===== src/rtl/irq_agg_pkg.sv =====
package irq_agg_pkg;
   localparam int STS_N    = 2;
   localparam int IDX_XFER = 0;
   localparam int IDX_ERR  = 1;
   typedef logic [STS_N-1:0] sts_vec_t;
endpackage


===== src/rtl/irq_thr_timer.sv =====
module irq_thr_timer #(
   parameter int SEL_W    = 3,
   parameter int MAX_LOG2 = 6
) (
   input  logic             clk,
   input  logic             rst_n,
   input  logic             uf_tick,
   input  logic [SEL_W-1:0] thr_sel,
   output logic             thr_hit
);
   localparam int CNT_W = (MAX_LOG2 > 0) ? MAX_LOG2 : 1;

   logic [CNT_W-1:0] cnt_q;
   logic [CNT_W-1:0] lim;
   int               eff_sel;

   always_comb begin
      eff_sel = (int'(thr_sel) > MAX_LOG2) ? MAX_LOG2 : int'(thr_sel);
      lim     = CNT_W'((1 << eff_sel) - 1);
   end

   assign thr_hit = uf_tick && (cnt_q >= lim);

   always_ff @(posedge clk) begin
      if (!rst_n)       cnt_q <= '0;
      else if (thr_hit) cnt_q <= '0;
      else if (uf_tick) cnt_q <= cnt_q + 1'b1;
   end
endmodule


===== src/rtl/irq_sts_bit.sv =====
module irq_sts_bit (
   input  logic clk,
   input  logic rst_n,
   input  logic set_i,
   input  logic clr_i,
   output logic q_o
);
   always_ff @(posedge clk) begin
      if (!rst_n)     q_o <= 1'b0;
      else if (set_i) q_o <= 1'b1;
      else if (clr_i) q_o <= 1'b0;
   end
endmodule


===== src/rtl/irq_out_gate.sv =====
module irq_out_gate
   import irq_agg_pkg::*;
(
   input  logic     clk,
   input  logic     rst_n,
   input  logic     thr_hit,
   input  sts_vec_t sts,
   input  sts_vec_t en,
   output logic     irq_o
);
   logic pend;
   assign pend = |(sts & en);

   always_ff @(posedge clk) begin
      if (!rst_n)       irq_o <= 1'b0;
      else if (thr_hit) irq_o <= pend;
      else              irq_o <= irq_o & pend;
   end
endmodule


===== src/rtl/xfer_irq_agg.sv =====
module xfer_irq_agg
   import irq_agg_pkg::*;
#(
   parameter int SEL_W    = 3,
   parameter int MAX_LOG2 = 6
) (
   input  logic             clk,
   input  logic             rst_n,
   input  logic             uf_tick,
   input  logic [SEL_W-1:0] thr_sel,
   input  logic             ev_ioc_done,
   input  logic             ev_short_in,
   input  logic             ev_err_done,
   input  logic             ev_xact_err,
   input  logic [1:0]       irq_en,
   input  logic             sts_clr_we,
   input  logic [1:0]       sts_clr_mask,
   output logic [1:0]       irq_sts,
   output logic             irq_o
);
   if (MAX_LOG2 < 1 || MAX_LOG2 > 15) begin : g_bad_log2
      $error("MAX_LOG2 out of range");
   end
   if ((1 << SEL_W) <= MAX_LOG2) begin : g_bad_sel
      $error("SEL_W too narrow for MAX_LOG2");
   end

   logic     thr_hit;
   sts_vec_t set_v;
   sts_vec_t clr_v;

   always_comb begin
      set_v           = '0;
      set_v[IDX_XFER] = ev_ioc_done | ev_short_in | ev_err_done;
      set_v[IDX_ERR]  = ev_err_done | ev_xact_err;
   end

   assign clr_v = sts_clr_we ? sts_clr_mask : '0;

   irq_thr_timer #(.SEL_W(SEL_W), .MAX_LOG2(MAX_LOG2)) u_timer (
      .clk(clk), .rst_n(rst_n), .uf_tick(uf_tick),
      .thr_sel(thr_sel), .thr_hit(thr_hit)
   );

   for (genvar i = 0; i < STS_N; i++) begin : g_sts
      irq_sts_bit u_bit (
         .clk(clk), .rst_n(rst_n), .set_i(set_v[i]),
         .clr_i(clr_v[i]), .q_o(irq_sts[i])
      );
   end

   irq_out_gate u_gate (
      .clk(clk), .rst_n(rst_n), .thr_hit(thr_hit),
      .sts(irq_sts), .en(irq_en), .irq_o(irq_o)
   );
endmodule


===== config.mk =====
export PLATFORM = sky130hd
export DESIGN_NAME = xfer_irq_agg
export DESIGN_NICKNAME = d
export VERILOG_FILES = /design/src/rtl/irq_agg_pkg.sv /design/src/rtl/irq_thr_timer.sv /design/src/rtl/irq_sts_bit.sv /design/src/rtl/irq_out_gate.sv /design/src/rtl/xfer_irq_agg.sv
export SDC_FILE = /design/constraint.sdc
export NUM_CORES = 1
export LEC_CHECK = 0
export BUFFER_PORTS_ARGS = -buffer_cell sky130_fd_sc_hd__buf_2
export CAP_MARGIN = 20
export CORE_AREA = 2 2 39 41
export DETAILED_ROUTE_END_ITERATION = 8
export DIE_AREA = 0 0 41 43
export PLACE_DENSITY = 0.69
export SYNTH_ARGS = -nofsm -noshare
export SYNTH_HDL_FRONTEND = slang
export SYNTH_SLANG_ARGS = --single-unit

===== constraint.sdc =====
create_clock -name clk -period 3 [get_ports clk]
set_clock_uncertainty 0.2 [all_clocks]
set_input_delay 0.6 -clock clk [delete_from_list [all_inputs] [get_ports clk]]
set_output_delay 0.6 -clock clk [all_outputs]
set_load 0.03 [all_outputs]

-- Word-level counts from Yosys, hierarchy flattened
Index checks and enable logic that the tools add are counted.
- flip-flop bits (word level): 9
- bits of input ports: 15
- logic and storage cells: 27
- add/subtract/negate cells: 2
- order comparisons: 2
- shift-type cells: 1
- mux-type cells: 7
- bitwise logic cells: 6
- reductions and logical operators: 5
- operators by type and width (cell ; number):
    1-bit by 32-bit << shifter with 6-bit output, first input constant ; 1
    6-bit by 1-bit adder with 6-bit output, second input constant ; 1
    6-bit greater-or-equal comparator ; 1
    6-bit by 2-bit subtractor with 6-bit output, second input constant ; 1
    1-bit two-way mux ; 5
    2-bit nonzero test ; 2
    2-bit OR reduction ; 2
    3-bit > comparator, second input constant ; 1
    3-bit two-way mux ; 1
    1-bit OR ; 3
    2-bit bitwise AND ; 1
    2-bit two-way mux ; 1
    1-bit bitwise AND ; 1
    1-bit logical AND ; 1
    1-bit NOT ; 1

-- Logic depth before layout (Yosys ltp)
Gate-level depths: netlist (run 1).
- depth in word-level cells: 7
- gate-level depth with buffers: 6
- mapped depth without buffers: 6

-- Modules after synthesis
From an unflattened synthesis (run 1), not the netlist that was laid out.
- cells, all modules: 61
- area total of the unflattened synthesis: 588.1 sq um
- by module, submodules not included (module ; times used ; cells each ; area each (sq um) ; sequential area each (sq um)):
    irq_thr_timer ; 1 ; 47 ; 444.2 ; 120.1
    irq_sts_bit ; 2 ; 3 ; 41.3 ; 20.0
    irq_out_gate ; 1 ; 4 ; 36.3 ; 20.0
    xfer_irq_agg ; 1 ; 4 ; 25.0 ; 0.0

-- Worst setup path before layout (run 1)
No wires, ideal clock.
- path kind: input to register
- from: in thr_sel[1]
- to: reg u_gate.irq_o
- arrival time: 1841 ps
- path slack: 843 ps
- stages on the path: 6
- buffers on the path: 0
- path through: or3_1 > ha_1 > nand2b_1 > a21oi_2 > o21ai_1 > o211a_1
- word-level cells in the longest chain between the ends: 7
- RTL lines (element ; line ; text):
    start, declared ; xfer_irq_agg.sv:10 ; input logic [SEL_W-1:0] thr_sel,
    3-bit > comparator ; irq_thr_timer.sv:18 ; eff_sel = (int'(thr_sel) > MAX_LOG2) ? MAX_LOG2 : int'(thr_sel);
    3-bit two-way mux * ; irq_thr_timer.sv:18 ;
    1-bit by 32-bit << shifter with 6-bit output * ; irq_thr_timer.sv:19 ; lim = CNT_W'((1 << eff_sel) - 1);
    6-bit by 2-bit subtractor with 6-bit output * ; irq_thr_timer.sv:19 ;
    6-bit greater-or-equal comparator * ; irq_thr_timer.sv:22 ; assign thr_hit = uf_tick && (cnt_q >= lim);
    1-bit logical AND * ; irq_thr_timer.sv:22 ;
    1-bit two-way mux * ; irq_out_gate.sv:16 ; else if (thr_hit) irq_o <= pend;
    end signal, assigned ; irq_out_gate.sv:16 ;
    end signal, assigned ; irq_out_gate.sv:17 ; else irq_o <= irq_o & pend;
    end, declared ; irq_out_gate.sv:9 ; output logic irq_o
Every way passes the cells marked *; elsewhere a longest branch is shown, timed or not.
A chain may end at the register's enable or synchronous reset.

-- Worst setup path after layout (run 1)
Ends and elaborated chain as after synthesis.

==> metrics, run 1 <==
status finished, final reports clean; Resized cells post-CTS 0; CP Max Fanout 5; final hold vios 0; main area contributors after synthesis dfxtp_1, ha_1, nor2_1; worst path arrival time 2000 ps; Final Cycle Share 0.682; final instance area 683 sq um; Syn Inst Count 59; Synth cell types 27; Hold Slack 293 ps; largest net degree at the start of global routing 8; DR vias/cell 4.98; Mean Syn Cell Area 9.80 sq um; Starting DRT DRC Count 3; Die Area 1760 sq um; first-pass GRT wire length 1680 um; Hold Path Class register to register; Die Ht 43 um; kind of start point of the critical path primary input; # diodes 0; EDFF count, synth 0; footprint of the multi-input gates 364 sq um; CTS hold repair buffers 0; initial antenna violation count 0; Worst VDD drop 0.000258 V; total global-route track usage 0.147; top-level port count 18; clock buffer depth 2; TritonCTS clock tree built; fillcell total 144; post-route antenna net violation count 0; Synth top area share 0.312; Synth area leader dfxtp_1; Max Freq 489 MHz; Final Total Pwr 270 uW; # DRC 0; Detailed Route WL 967 um; cell area after synthesis 578 sq um; Rel. slew slack 0.834; Syn Nets 81; wire length per cell 10.4 um; gpl congestion 0.762; Setup WS pre-CTS 667 ps; input/output buffers 17; starting density of the core 0.418; placed cell count 89; FP Rows 14; Reg area 180 sq um; PD cells 396 nW/um^2; hpwl dp 816 um; max-cap violations 0; CORE AREA 1380 sq um; CTS clock-pin slew for the worst setup and hold paths 60 ps; min Tclk post-route 2050 ps; vias in the first global route 447; RSZ-0062 raised after global routing no; placed cell area 657 sq um; Clk Latency, worst-skew pair 250 ps; Post-synth ARST share 0; CTS Sinks 9; FF+latch count, synth 9; most common cell in the netlist dfxtp_1; TNS Setup 0 ps; H-tree Lvls 1; DR vias 463; Synth Warn # 0; Root Driver clkbuf_4; crit path capture type register; Final WS setup 954 ps; Leak 0.341 nW; setup violators final 0; share of layout cells above drive strength 1 0.325; DRT Pass-1 Iters 2; main flop type after synthesis dfxtp_1; fraction of the yosys area taken by sequential cells 0.312; non-filler cells, final 93; worst-margin pin slew 248 ps; max-slew violations 0; most common library cells after synthesis dfxtp_1, nor2_1, ha_1, nand2_1, xor2_1; Die X 41 um; nets@finish 100; postcts setup bufs 0; area delta synth->final 18.2%; total grt overflow 0; final core utilization 0.494; Crit path required time 2950 ps; kind of critical path primary input to register; total CTS buffers 3
## flip-flops by register name, indices dropped and copies added, names as in the netlist
| signal | cells |
|---|---|
| u_gate.irq_o | 1 |
| u_timer.cnt_q | 6 |
| g_sts.u_bit.q_o | 2 |
## metal layers
| layer | GRT usage | wire length, um | vias up |
|---|---|---|---|
| met1 | 0.159 | 401 | 202 |
| met5 | 0 | 0 | - |
| li1 | - | - | 244 |
| met2 | 0.228 | 460 | 17 |
| met4 | 0.0400 | 0 | 0 |
| met3 | 0.0942 | 105 | 0 |
## worst max-delay path: stages
cell and delay [ps]:
buf_2 120, or3_1 370, ha_1 270, nand2b_1 150, a21oi_2 200, o21ai_1 90, o211a_1 200
## cell families after synthesis
group	after synthesis	share of synthesized area
adder cells (fa/ha/maj)	7	0.152
AND/OR/NAND/NOR	18	0.167
multiplexers	1	0.0173
buffers and inverters	5	0.0584
AO/OA/AOI/OAI	14	0.219
XOR/XNOR	5	0.0758
flip-flops	9	0.312
## final cells by class
cell class | instances | area share
Sequential cell | 9 | 0.264
Timing Repair Buffer | 17 | 0.125
Inverter | 2 | 0.0110
Multi-Input combinational cell | 45 | 0.533
Tap cell | 16 | 0.0293
Clock buffer | 4 | 0.0385
## worst paths after layout
check,from,end,slack (ps),cells past startpoint
worst min register to register,u_gate.irq_o$_SDFF_PN0_,u_gate.irq_o$_SDFF_PN0_,290,1
worst min-delay path,u_gate.irq_o$_SDFF_PN0_,u_gate.irq_o$_SDFF_PN0_,290,1
worst max register to register,u_timer.cnt_q[0]$_SDFFE_PP0P_,u_gate.irq_o$_SDFF_PN0_,1300,6
worst max-delay path,thr_sel[1],u_gate.irq_o$_SDFF_PN0_,950,7
## power by group
group / switching, mW / total, mW / leakage (nW) / internal (mW)
combinational: 0.0264 / 0.0509 / 0.253 / 0.0245
clock: 0.0388 / 0.0898 / 0.0150 / 0.0510
sequential: 0.00515 / 0.130 / 0.0736 / 0.125
## placed cells by master, fill, tap and decap left out
cell,count
or2_4,1
a21oi_2,1
o211a_1,1
o31a_1,1
a21oi_1,2
o21ai_0,1
nand2b_1,1
a22o_1,1
mux2i_1,1
nor2_1,8
nand4_1,2
clkbuf_1,1
inv_1,2
xor2_1,3
o41a_1,1
xnor2_1,2
a2bb2oi_2,1
o211ai_4,1
dfxtp_1,9
clkbuf_4,3
nand2_1,4
or3_1,1
buf_2,17
nand3_4,1
a21o_1,1
o21ai_1,1
ha_1,7
a21boi_0,2
No activity file was read; power rests on OpenSTA's default activity.
==> inputs of run 2 (changes only) <==
--- a/config.mk
+++ b/config.mk
@@ -7,10 +7,9 @@
 export LEC_CHECK = 0
 export BUFFER_PORTS_ARGS = -buffer_cell sky130_fd_sc_hd__buf_2
 export CAP_MARGIN = 20
-export CORE_AREA = 2 2 39 41
+export CORE_UTILIZATION = 43
 export DETAILED_ROUTE_END_ITERATION = 8
-export DIE_AREA = 0 0 41 43
-export PLACE_DENSITY = 0.69
+export PLACE_DENSITY = 0.71
 export SYNTH_ARGS = -nofsm -noshare
 export SYNTH_HDL_FRONTEND = slang
 export SYNTH_SLANG_ARGS = --single-unit
==> constraint.sdc (replaced) <==
create_clock -name clk -period 1.85 [get_ports clk]
set_clock_uncertainty 0.2 [all_clocks]
set_input_delay 0.37 -clock clk [delete_from_list [all_inputs] [get_ports clk]]
set_output_delay 0.37 -clock clk [all_outputs]
set_load 0.03 [all_outputs]
==> metrics, run 2 (synthesized netlist as in run 1, its figures left out) <==
Clk Latency, worst-skew pair 260 ps (about the same); Int Pwr 336 uW (+68%); fillcell total 117 (-19%); worst-path cell chain buf_2, or3_1, ha_1, nand2b_4, a21oi_4, o21ai_1, o211a_1; Detailed Route WL 1150 um (+18%); total global-route track usage 0.179 (+0.0322); DRT Pass-1 Iters 2 (unchanged); top-level port count 18 (unchanged); # DRC 0 (unchanged); Root Driver clkbuf_4; max reg flops 6 (unchanged); kind of start point of the critical path primary input; FP Rows 12 (-2); initial antenna violation count 0 (unchanged); DR vias/cell 5.05 (+1.5%); largest net degree at the start of global routing 8 (unchanged); Leak 0.365 nW (+7.1%); setup violators final 0 (unchanged); Crit-path slowest cell or3_1; combinational share of power 0.220 (+0.032); CP Max Fanout 3 (-2); Max Freq 569 MHz; Reg area 180 sq um (unchanged); gpl congestion 0.740 (-3.0%); DR vias 480 (+3.7%); footprint of the multi-input gates 379 sq um (+4.1%); worst-margin pin slew 253 ps (+5.12 ps); max-slew violations 0 (unchanged); CTS clock-pin slew for the worst setup and hold paths 60 ps (about the same); Clk pwr share 0.323 (-0.009); worst path arrival time 1710 ps (-290 ps); RSZ-0062 raised after global routing no; hpwl dp 950 um (+16%); # diodes 0 (unchanged); PD cells 633 nW/um^2 (+60%); H-tree Lvls 1 (unchanged); Rel. slew slack 0.831 (-0.00343); crit path capture type register; Largest regs u_timer.cnt_q (6), g_sts.u_bit.q_o (2), u_gate.irq_o (1); Setup WS pre-CTS -191 ps (-858 ps); final hold vios 0 (unchanged); total grt overflow 0 (unchanged); Crit path required time 1800 ps (-1150 ps); kind of critical path primary input to register; total CTS buffers 3 (unchanged); min Tclk post-route 1760 ps; TritonCTS clock tree built; Die Ht 38.7 um (-10%); Largest Register u_timer.cnt_q; Die Area 1490 sq um (-15%); Final WS setup 92.4 ps (-862 ps); sequential share of power 0.457 (-0.023); wire length per cell 12.1 um (+16%); Final Total Pwr 460 uW (+70%); CTS hold repair buffers 0 (unchanged); Die X 38.7 um (-5.7%); input/output buffers 17 (unchanged); Psw 124 uW (+76%); Starting DRT DRC Count 4 (+1); switching portion of total power 0.269 (+0.00905); most frequent cells in the layout buf_2, dfxtp_1, nor2_1; vias in the first global route 394 (-12%); CTS Sinks 9 (unchanged); share of layout cells above drive strength 1 0.370 (+0.0457); max incr delay on CP 370 ps (about the same); postcts setup bufs 0 (unchanged); area delta synth->final 25.5%; first-pass GRT wire length 1710 um (+1.7%); clock buffer depth 2 (unchanged); Worst VDD drop 0.000420 V (+63%); CORE AREA 1170 sq um (-15%); status finished, final reports clean; max-cap violations 0 (unchanged); Final Cycle Share 0.950; nets@finish 104 (+4.0%); commonest non-fill, non-tap cell in the layout buf_2; Hold Path Class primary input to register; post-route antenna net violation count 0 (unchanged); starting density of the core 0.494 (+0.0759); Resized cells post-CTS 0 (unchanged)
[run 2: final timing paths]
| check | startpoint | to | slack, ps | depth (start not counted) |
|---|---|---|---|---|
| worst max-delay path | thr_sel[1] | u_gate.irq_o$_SDFF_PN0_ | 90 | 7 |
| worst min-delay path | ev_ioc_done | g_sts[0].u_bit.q_o$_SDFFE_PN0P_ | 140 | 2 |
| worst max register to register | u_timer.cnt_q[5]$_SDFFE_PP0P_ | u_timer.cnt_q[2]$_SDFFE_PP0P_ | 190 | 5 |
| worst min register to register | u_gate.irq_o$_SDFF_PN0_ | u_gate.irq_o$_SDFF_PN0_ | 300 | 1 |
[run 2: per-stage QoR]
| step | hold WS [ps] | cells | TNS [ps] | util | cell area [sq um] |
|---|---|---|---|---|---|
| after floorplan | 291 | 59 | -10.9 | - | 593 |
| after global placement | 280 | 91 | -949 | 0.597 | 699 |
| after detailed placement | 287 | 91 | -1070 | 0.597 | 699 |
| after CTS | 134 | 95 | 0 | 0.620 | 726 |
| after global routing | 135 | 95 | 0 | 0.620 | 726 |
| final | 137 | 95 | 0 | 0.620 | 726 |
[run 2: worst max-delay path: cells and delay by family]
kind	cells	cell delay (ps)
adder cells (fa/ha/maj)	1	270
AO/OA/AOI/OAI	3	440
AND/OR/NAND/NOR	2	510
buffers and inverters	1	110
[run 2: per-layer routing]
| layer | GRT usage | share of wire | wire length (um) | vias up |
|---|---|---|---|---|
| li1 | - | - | - | 252 |
| met1 | 0.226 | 0.47 | 534 | 222 |
| met5 | 0 | 0 | 0 | - |
| met3 | 0.0520 | 0.021 | 24 | 2 |
| met2 | 0.267 | 0.50 | 573 | 4 |
| met4 | 0.103 | 0.010 | 12 | 0 |
[run 2: cell type report]
cell class | instances | share of cell area
Clock buffer | 4 | 0.0362
Tap cell | 14 | 0.0241
Sequential cell | 9 | 0.248
Multi-Input combinational cell | 45 | 0.522
Inverter | 2 | 0.0103
Timing Repair Buffer | 21 | 0.159
[run 2: power by group through the flow]
stage,registers (mW),logic (mW),clock network [mW]
5_1_grt,0.211,0.110,0.163
3_3_place_gp,0.214,0.0990,0
4_1_cts,0.210,0.103,0.156
2_1_floorplan,0.212,0.0734,0
3_5_place_dp,0.214,0.102,0
6_report,0.210,0.101,0.149
==> inputs of run 3 (changes only) <==
--- a/config.mk
+++ b/config.mk
@@ -5,9 +5,12 @@
 export SDC_FILE = /design/constraint.sdc
 export NUM_CORES = 1
 export LEC_CHECK = 0
+export ABC_CLOCK_PERIOD_IN_PS = 1850
 export BUFFER_PORTS_ARGS = -buffer_cell sky130_fd_sc_hd__buf_2
 export CAP_MARGIN = 20
-export CORE_UTILIZATION = 43
+export CELL_PAD_IN_SITES_DETAIL_PLACEMENT = 0
+export CELL_PAD_IN_SITES_GLOBAL_PLACEMENT = 2
+export CORE_UTILIZATION = 26
 export DETAILED_ROUTE_END_ITERATION = 8
 export PLACE_DENSITY = 0.71
 export SYNTH_ARGS = -nofsm -noshare
==> metrics, run 3 (synthesized netlist as in run 1, its figures left out) <==
max reg flops 6 (unchanged); placed cell area 716 sq um (+2.3%); kind of critical path primary input to register; Clk Latency, worst-skew pair 260 ps (about the same); worst path arrival time 1710 ps (about the same); setup violators final 0 (unchanged); wire length per cell 10.8 um (-11%); max-slew violations 0 (unchanged); Crit path required time 1810 ps (about the same); most frequent cells in the layout buf_2, dfxtp_1, nor2_1; H-tree Lvls 1 (unchanged); Hold Path Class primary input to register; CTS clock-pin slew for the worst setup and hold paths 70 ps (about the same); postcts setup bufs 0 (unchanged); reg-to-reg critical path startpoint u_timer.cnt_q[5]$_SDFFE_PP0P_; CTS hold repair buffers 0 (unchanged); status finished, final reports clean; share of layout cells above drive strength 1 0.370 (unchanged); gpl congestion 0.773 (+4.4%); Final Cycle Share 0.949 (about the same); commonest non-fill, non-tap cell in the layout buf_2; # DRC 0 (unchanged); Critical path origin thr_sel[1]; FP Rows 16 (+4); total grt overflow 0 (unchanged); CTS Sinks 9 (unchanged); PD cells 631 nW/um^2 (-0.33%); Largest Register u_timer.cnt_q; CP Max Fanout 5 (+2); Largest regs u_timer.cnt_q (6), g_sts.u_bit.q_o (2), u_gate.irq_o (1); DR vias 466 (-2.9%); top-level port count 18 (unchanged); Die X 49.2 um (+27%); Resized cells post-CTS 0 (unchanged); post-route antenna net violation count 0 (unchanged); TritonCTS clock tree built; RSZ-0062 raised after global routing no; R2R cell count 5 (unchanged); Worst VDD drop 0.000287 V (-32%); input/output buffers 17 (unchanged); min Tclk post-route 1760 ps (-1.43 ps); starting density of the core 0.286 (-0.208); largest net degree at the start of global routing 7 (-1); nets@finish 104 (unchanged); Detailed Route WL 1160 um (+1.6%); Die Area 2420 sq um (+62%); Final Total Pwr 468 uW (+1.9%); final instance area 742 sq um (+2.2%); Rel. slew slack 0.822 (-0.00835); worst-margin pin slew 265 ps (+12.5 ps); Leak 0.365 nW (unchanged); DRT Pass-1 Iters 2 (unchanged); hpwl dp 937 um (-1.3%); max-cap violations 0 (unchanged); Starting DRT DRC Count 3 (-1); total CTS buffers 3 (unchanged); # diodes 0 (unchanged); clock buffer depth 2 (unchanged); Max Freq 569 MHz (about the same); HP Start ev_xact_err; total global-route track usage 0.111 (-0.0678); initial antenna violation count 0 (unchanged); Root Driver clkbuf_4; hold path depth 2 (unchanged); CORE AREA 2020 sq um (+73%); area delta synth->final 28.4%; crit path capture type register; Die Ht 49.2 um (+27%); vias in the first global route 487 (+24%); final hold vios 0 (unchanged); kind of start point of the critical path primary input; DR vias/cell 4.31 (-15%); first-pass GRT wire length 1970 um (+15%)
## run 3: cell counts in the layout (fill, tap and decap cells not counted)
Identical to the previous run, type by type.
## run 3: stage by stage
stage	TNS [ps]	setup slack, ps	utilization	hold WS (ps)	instances
2_1_floorplan	-10.9	-10.9	-	291	59
6_report	0	93.8	0.367	131	108
5_1_grt	0	45.6	0.367	124	108
3_3_place_gp	-1120	-165	0.354	283	104
4_1_cts	0	92.3	0.367	122	108
3_5_place_dp	-1170	-193	0.354	296	104
## run 3: report_power, final
group / leakage (nW) / internal [mW] / switching, mW
Clock: 0.0150 / 0.0832 / 0.0752
Combinational: 0.277 / 0.0512 / 0.0491
Sequential: 0.0736 / 0.202 / 0.00794
Total: 0.365 / 0.336 / 0.132
## run 3: routing by layer
metal | GRT usage | routed length [um] | vias to the layer above
met5 | 0 | 0 | -
met4 | 0.0588 | 6 | 0
met3 | 0.0436 | 39 | 2
met2 | 0.174 | 541 | 4
met1 | 0.130 | 575 | 208
li1 | - | - | 252
## run 3: worst paths after layout
kind                                endpoint  slack, ps
max                  u_gate.irq_o$_SDFF_PN0_         90
min          g_sts[1].u_bit.q_o$_SDFFE_PN0P_        130
max reg2reg    u_timer.cnt_q[4]$_SDFFE_PP0P_        170
min reg2reg          u_gate.irq_o$_SDFF_PN0_        300
## run 3: critical path: stages
cell	delay, ps
buf_2	120
or3_1	370
ha_1	270
nand2b_4	140
a21oi_4	150
o21ai_1	80
o211a_1	200
## run 3: cell type report
cell class              instances  area (sq um)
clock buffers                   4          26.3
fillers                       220          1280
inverters                       2          7.51
multi-input cells              45           379
flip-flops and latches          9           180
well taps                      27          33.8
repair buffers                 21           115
